### src/rtl/pc_sel_pkg.sv
// Package: pc_sel_pkg
// Shared select-code encoding and the fixed trap addresses for the
// next-address logic. Assumes a 3-bit select code from control.
package pc_sel_pkg;

    // Select code for the next program counter
    typedef enum logic [2:0] {
        PCS_SEQ     = 3'd0,
        PCS_BRANCH  = 3'd1,
        PCS_JUMP    = 3'd2,
        PCS_REG     = 3'd3,
        PCS_ILLEGAL = 3'd4,
        PCS_IRQ     = 3'd5,
        PCS_RESET   = 3'd6,
        PCS_SPARE   = 3'd7
    } pc_sel_e;

    localparam logic [31:0] VEC_RESET   = 32'h8000_0000;
    localparam logic [31:0] VEC_ILLEGAL = 32'h8000_0040;
    localparam logic [31:0] VEC_IRQ     = 32'h8000_0080;

endpackage

### src/rtl/pc_target_calc.sv
// Module: pc_target_calc
// Forms the sequential, branch and region-jump candidate addresses from the
// current PC. Purely combinational. Assumes byte addressing with word-sized
// instructions, so offsets are scaled by four through wiring alone.
module pc_target_calc #(
    parameter int XLEN   = 32,
    parameter int IMM_W  = 16,
    parameter int JIMM_W = 26
) (
    input  logic [XLEN-1:0]   pc_i,
    input  logic [IMM_W-1:0]  imm16_i,
    input  logic [JIMM_W-1:0] imm26_i,
    output logic [XLEN-1:0]   seq_o,
    output logic [XLEN-1:0]   branch_o,
    output logic [XLEN-1:0]   jump_o
);
    localparam int EXT_W = XLEN - IMM_W - 2;
    localparam int HI_W  = XLEN - JIMM_W - 2;
    localparam logic [XLEN-1:0] STEP = XLEN'(4);

    logic [XLEN-1:0] offset_bytes;

    // Sequential address from the incrementer
    always_comb seq_o = pc_i + STEP;

    // Sign-extend the word offset and scale it by four
    always_comb offset_bytes = {{EXT_W{imm16_i[IMM_W-1]}}, imm16_i, 2'b00};

    // Dedicated branch adder, independent of the execution ALU
    always_comb branch_o = seq_o + offset_bytes;

    // Region jump: keep the top PC bits when any remain above the field
    generate
        if (HI_W > 0) begin : g_region
            always_comb jump_o = {pc_i[XLEN-1 -: HI_W], imm26_i, 2'b00};
        end else begin : g_flat
            always_comb jump_o = XLEN'({imm26_i, 2'b00});
        end
    endgenerate

endmodule

### src/rtl/pc_next_mux.sv
// Module: pc_next_mux
// Chooses the next PC from the candidate addresses and the fixed trap
// addresses. Assumes the select code is valid every cycle; the spare code
// falls back to the sequential address.
module pc_next_mux
    import pc_sel_pkg::*;
#(
    parameter int              XLEN     = 32,
    parameter logic [XLEN-1:0] RST_ADDR = VEC_RESET,
    parameter logic [XLEN-1:0] ILL_ADDR = VEC_ILLEGAL,
    parameter logic [XLEN-1:0] IRQ_ADDR = VEC_IRQ
) (
    input  logic [2:0]      sel_i,
    input  logic [XLEN-1:0] seq_i,
    input  logic [XLEN-1:0] branch_i,
    input  logic [XLEN-1:0] jump_i,
    input  logic [XLEN-1:0] reg_i,
    output logic [XLEN-1:0] next_o
);
    // Seven-way selection driven by the control code
    always_comb begin
        unique case (pc_sel_e'(sel_i))
            PCS_BRANCH:  next_o = branch_i;
            PCS_JUMP:    next_o = jump_i;
            PCS_REG:     next_o = reg_i;
            PCS_ILLEGAL: next_o = ILL_ADDR;
            PCS_IRQ:     next_o = IRQ_ADDR;
            PCS_RESET:   next_o = RST_ADDR;
            default:     next_o = seq_i;
        endcase
    end

endmodule

### src/rtl/pc_register.sv
// Module: pc_register
// Holds the program counter. Synchronous active-low reset loads the reset
// address and takes precedence over the selected next value.
module pc_register #(
    parameter int              XLEN     = 32,
    parameter logic [XLEN-1:0] RST_ADDR = 32'h8000_0000
) (
    input  logic            clk,
    input  logic            rst_n,
    input  logic [XLEN-1:0] next_i,
    output logic [XLEN-1:0] pc_o
);
    logic [XLEN-1:0] pc_q;
    logic            rst_seen_q;

    // PC state: reset wins, otherwise load the chosen next address
    always_ff @(posedge clk) begin
        if (!rst_n) pc_q <= RST_ADDR;
        else        pc_q <= next_i;
    end

    // Remember that the previous edge was a reset edge
    always_ff @(posedge clk) begin
        rst_seen_q <= !rst_n;
        if (rst_seen_q) begin

            reset_addr_chk: assert (pc_q == RST_ADDR)
                else $error("PC not at reset address after reset");
        end
    end

    assign pc_o = pc_q;

endmodule

### src/rtl/next_pc_unit.sv
// Module: next_pc_unit
// Top of the program counter and next-address logic for a single-cycle
// core. Assumes decode supplies the select code and operands during the same
// cycle in which they are to take effect.
module next_pc_unit
    import pc_sel_pkg::*;
#(
    parameter int XLEN   = 32,
    parameter int IMM_W  = 16,
    parameter int JIMM_W = 26
) (
    input  logic              clk,
    input  logic              rst_n,
    input  logic [2:0]        pc_sel_i,
    input  logic [IMM_W-1:0]  imm16_i,
    input  logic [JIMM_W-1:0] imm26_i,
    input  logic [XLEN-1:0]   jreg_i,
    output logic [XLEN-1:0]   pc_o,
    output logic [XLEN-1:0]   pc_plus4_o
);
    localparam int EXT_W = XLEN - IMM_W - 2;
    localparam int HI_W  = XLEN - JIMM_W - 2;
    localparam logic [XLEN-1:0] RST_A = XLEN'(VEC_RESET);
    localparam logic [XLEN-1:0] ILL_A = XLEN'(VEC_ILLEGAL);
    localparam logic [XLEN-1:0] IRQ_A = XLEN'(VEC_IRQ);

    logic [XLEN-1:0] seq_w, branch_w, jump_w, next_w;

    pc_target_calc #(.XLEN(XLEN), .IMM_W(IMM_W), .JIMM_W(JIMM_W)) u_calc (
        .pc_i     (pc_o),
        .imm16_i  (imm16_i),
        .imm26_i  (imm26_i),
        .seq_o    (seq_w),
        .branch_o (branch_w),
        .jump_o   (jump_w)
    );

    pc_next_mux #(
        .XLEN(XLEN), .RST_ADDR(RST_A), .ILL_ADDR(ILL_A), .IRQ_ADDR(IRQ_A)
    ) u_mux (
        .sel_i    (pc_sel_i),
        .seq_i    (seq_w),
        .branch_i (branch_w),
        .jump_i   (jump_w),
        .reg_i    (jreg_i),
        .next_o   (next_w)
    );

    pc_register #(.XLEN(XLEN), .RST_ADDR(RST_A)) u_pc (
        .clk    (clk),
        .rst_n  (rst_n),
        .next_i (next_w),
        .pc_o   (pc_o)
    );

    // Link value shares the sequential incrementer
    assign pc_plus4_o = seq_w;


    seq_step_chk: assert property (@(posedge clk) disable iff (!rst_n)
        pc_sel_i == PCS_SEQ |=> pc_o == $past(pc_o) + XLEN'(4));

    branch_tgt_chk: assert property (@(posedge clk) disable iff (!rst_n)
        pc_sel_i == PCS_BRANCH |=> pc_o == $past(pc_o) + XLEN'(4)
            + {{EXT_W{$past(imm16_i[IMM_W-1])}}, $past(imm16_i), 2'b00});

    jump_tgt_chk: assert property (@(posedge clk) disable iff (!rst_n)
        pc_sel_i == PCS_JUMP |=> pc_o[XLEN-1 -: HI_W] == $past(pc_o[XLEN-1 -: HI_W])
            && pc_o[JIMM_W+1:0] == {$past(imm26_i), 2'b00});

    reg_tgt_chk: assert property (@(posedge clk) disable iff (!rst_n)
        pc_sel_i == PCS_REG |=> pc_o == $past(jreg_i));

    ill_vec_chk: assert property (@(posedge clk) disable iff (!rst_n)
        pc_sel_i == PCS_ILLEGAL |=> pc_o == ILL_A);

    irq_vec_chk: assert property (@(posedge clk) disable iff (!rst_n)
        pc_sel_i == PCS_IRQ |=> pc_o == IRQ_A);

    soft_rst_vec_chk: assert property (@(posedge clk) disable iff (!rst_n)
        pc_sel_i == PCS_RESET |=> pc_o == RST_A);

    spare_code_chk: assert property (@(posedge clk) disable iff (!rst_n)
        pc_sel_i == PCS_SPARE |=> pc_o == $past(pc_o) + XLEN'(4));

    link_value_chk: assert property (@(posedge clk) disable iff (!rst_n)
        pc_plus4_o - pc_o == XLEN'(4));

endmodule

### config.mk
export PLATFORM = sky130hd
export DESIGN_NAME = next_pc_unit
export DESIGN_NICKNAME = d
export VERILOG_FILES = /design/src/rtl/pc_sel_pkg.sv /design/src/rtl/pc_target_calc.sv /design/src/rtl/pc_next_mux.sv /design/src/rtl/pc_register.sv /design/src/rtl/next_pc_unit.sv
export SDC_FILE = /design/constraint.sdc
export NUM_CORES = 1
export LEC_CHECK = 0
export ABC_AREA = 1
export BUFFER_PORTS_ARGS = -buffer_cell sky130_fd_sc_hd__buf_2
export CAP_MARGIN = 15
export CELL_PAD_IN_SITES_DETAIL_PLACEMENT = 1
export CELL_PAD_IN_SITES_GLOBAL_PLACEMENT = 2
export CORE_MARGIN = 1.5
export CORE_UTILIZATION = 28
export CTS_BUF_LIST = sky130_fd_sc_hd__clkbuf_8
export DETAILED_ROUTE_END_ITERATION = 8
export GPL_ROUTABILITY_DRIVEN = 0
export PLACE_DENSITY = 0.87
export REMOVE_ABC_BUFFERS = 1
export SETUP_SLACK_MARGIN = 0.05
export SLEW_MARGIN = 20
export SYNTH_ARGS = -nofsm -noshare
export SYNTH_HDL_FRONTEND = slang
export SYNTH_SLANG_ARGS = --single-unit
export TNS_END_PERCENT = 30
### constraint.sdc
create_clock -name clk -period 7.3 [get_ports clk]
set_input_delay 1.46 -clock clk [delete_from_list [all_inputs] [get_ports clk]]
set_output_delay 1.46 -clock clk [all_outputs]
set_load 0.03 [all_outputs]
==> metrics.md <==
| Metric | Value |
|---|---|
| Dpl cells | `1,118` |
| Clk sinks | `32` |
| Final setup fails | `0` |
| Clk_lat worst skew | `300 ps` |
| Share of cells above drive strength 1 | `20.5%` |
| Hold Path Class | `reg -> reg` |
| Final count of hold timing violations | `0` |
| Worst-path fanout max | `5` |
| Final min period | `3740 ps` |
| Max Clk Rate | `267 MHz` |
| Total number of yosys warnings | `0` |
| R2r setup slk | `3930 ps` |
| DR vias | `5,542` |
| # rows | `45` |
| Post-route ant nets | `0` |
| Largest net degree at the start of global routing | `33` |
| Synthesized cell area | `4470 um2` |
| Met1 Usage GRT | `31.9%` |
| Initial antenna violation count | `0` |
| N_diodes | `0` |
| Slew HR | `44.3%` |
| Synth unique cells | `43` |
| VDD IR max | `0.0000564 V` |
| TNS Setup | `0 ps` |
| Drt drc | `0` |
| Chip Height | `129 um` |
| Asr flop ratio synth | `0%` |
| IO Count | `143` |
| Synth Instances | `779` |
| Placeable core region | `15,400 um2` |
| Max Cap Viol | `0` |
| Top cells by area, synth | `nand2_1 (21%), dfxtp_1 (14%), inv_1 (9.2%)` |
| Initial core utilization | `29.1%` |
| CP max stage delay | `440 ps` |
| Crit Path Class | `reg -> out` |
| First-pass GRT wire length | `29.8 mm` |
| Clock Skews | `11.4 ps` |
| Port Buf Inserts | `142` |
| Main synth FF type | `dfxtp_1` |
| Crit Reg-Reg Endpoint | `u_pc.pc_o[21]` |
| Max reg flops | `32` |
| Slowest-stage cell, CP | `xor2_1` |
| DP Wirelength | `16.7 mm` |
| CTS tree | `done` |
| PD cells | `137 nW/um2` |
| Reg area | `641 um2` |
| Synth top cells by count | `nand2_1 (251), inv_1 (110), nor2_1 (77)` |
| Hold_buf cts | `0` |
| Post-synth EDFFs | `0` |
| Busiest grt layer | `met2` |
| Met2 Use GR | `40.6%` |
| First-pass DRT Iterations | `4` |
| Clock root cell | `clkbuf_8` |
| CP Capture Type | `output port` |
| Total congestion overflow | `0` |
| 1st-iter DRT viols | `289` |
| Yosys top cell by area | `nand2_1` |
| RSZ-0062 raised after global routing | `false` |
| FILL cells | `2,135` |
| Most common cell in the netlist | `nand2_1` |
| Die ar. | `16,700 um2` |
| Total Wirelength | `19.7 mm` |
| Status | `completed` |
| R2R Path Start | `u_pc.pc_o[2]` |
| Critical Path Start | `u_pc.pc_o[2]` |
| Crit path top cell by count | `nand3_2` |
| Critical Path End | `pc_plus4_o[20]` |
| Htree depth | `2` |
| Die width | `129 um` |
| Worst-path cell chain | `ha_1 > nand3_2 > inv_2 > nand3_2 > nor2_4 > nand2_2 > xor2_1 > buf_2` |
| CTS Buffer Depth | `2` |
| Required time of the worst setup path | `5840 ps` |
| Clock transition at path regs | `80 ps` |
| FF+latch count, synth | `32` |
| Leakage | `2.90 nW` |
| Startpoint Class | `flop` |
| Inserted Clock Buffers | `5` |
| Worst Max-Slew Pin Slew | `835 ps` |
| Via density | `4.92` |
| Multi-input gate area | `3290 um2` |
| Utilization after layout | `35.5%` |
| Post-synthesis sequential area ratio | `14.3%` |
| Number of global-route vias before repair | `5,484` |
| Syn avg cell area | `5.74 um2` |
| FF-to-FF path depth | `16` |
| GRT met3 Usage | `2.52%` |
| CTS resizes | `0` |
| Fin nets | `1,026` |
| Non-Filler Instances | `1,126` |
| Arr. time, crit path | `2280 ps` |
| Area delta synth->final | `22.0%` |
| DR WL/cell | `17.5 um` |
| Total GRT Usage | `23.5%` |
| Slew Limit Fails | `0` |
| Period utilisation layout | `51.3%` |
| Setup Buffers After CTS | `0` |
| Post-synth top area share | `21.1%` |
## how the worst min path moves through the flow
| stage | startpoint | end | slack (ps) | cells after the start |
|---|---|---|---|---|
| floorplan | u_pc.pc_o[28] | u_pc.pc_o[28] | 690 | 2 |
| global placement | u_pc.pc_o[1] | u_pc.pc_o[1] | 460 | 2 |
| detailed placement | u_pc.pc_o[0] | u_pc.pc_o[0] | 470 | 2 |
| CTS | u_pc.pc_o[0] | u_pc.pc_o[0] | 480 | 2 |
| global route | u_pc.pc_o[0] | u_pc.pc_o[0] | 510 | 2 |
| finish | u_pc.pc_o[1] | u_pc.pc_o[1] | 480 | 2 |
## routing by layer
| metal | wire length (um) | vias up |
|---|---|---|
| met4 | 249 | 0 |
| met3 | 866 | 15 |
| met2 | 9220 | 111 |
| met1 | 9310 | 2609 |
| met5 | 0 | - |
| li1 | - | 2807 |
## layout make-up
cell class                 instances  share of cell area (%)
sequential                        32                    11.8
tap                              211                    4.84
timing repair buffer             144                    13.3
inverter                         116                    8.03
clock buffer                       6                    1.52
clock inverter                     2                   0.184
multi-input combinational        615                    60.4
## report_power, final
group | switching, mW | internal (mW) | total, mW
clock | 0.0755 | 0.0753 | 0.151
sequential | 0.0218 | 0.189 | 0.210
combinational | 0.265 | 0.121 | 0.387
## metrics by stage
step | instance area (um2) | setup slack [ps] | hold slack [ps] | power [mW]
2_1_floorplan | 4370 | 3950 | 685 | 0.461
3_3_place_gp | 5360 | 3650 | 459 | 0.595
3_5_place_dp | 5360 | 3640 | 470 | 0.598
4_1_cts | 5450 | 3570 | 482 | 0.750
5_1_grt | 5450 | 3370 | 511 | 0.797
6_report | 5450 | 3560 | 476 | 0.748
## critical path: cells and delay by family (launching register included)
family,cells,cell delay (ps)
simple gates,4,480
fa+ha+maj,1,230
xor+xnor,1,440
flops,1,410
buf+inv,2,410
## logic make-up (layout without fill, tap and decap cells)
| group | after synthesis | after routing | synth area share (%) |
|---|---|---|---|
| xor+xnor | 21 | 21 | 4.12 |
| compound gates | 115 | 115 | 16.4 |
| flops | 32 | 32 | 14.3 |
| buf+inv | 132 | 268 | 12.0 |
| fa+ha+maj | 33 | 33 | 9.41 |
| simple gates | 446 | 446 | 43.7 |
## layout by cell type, fill, tap and decap left out, types with 3 or more instances in the layout
master / Yosys / routed
nor3_1: 12 / 12
o21bai_1: 5 / 5
nand3b_1: 5 / 5
inv_1: 110 / 110
nor2_1: 77 / 77
a22o_1: 6 / 6
o21ai_1: 3 / 3
nand2_1: 251 / 251
ha_1: 32 / 32
dfxtp_1: 32 / 32
nor3_4: 3 / 3
nand4_1: 17 / 17
nand3_2: 3 / 3
clkbuf_8: 0 / 6
buf_2: 5 / 142
or2_2: 11 / 11
a21oi_1: 50 / 50
a221oi_2: 5 / 5
inv_2: 4 / 4
xor2_1: 12 / 12
xnor2_1: 9 / 9
nand3_1: 53 / 53
a22oi_1: 6 / 6
o21ai_0: 18 / 18
a31oi_1: 9 / 9
a221oi_1: 8 / 8
nor2_2: 3 / 3
No activity file was read; power rests on OpenSTA's default activity.
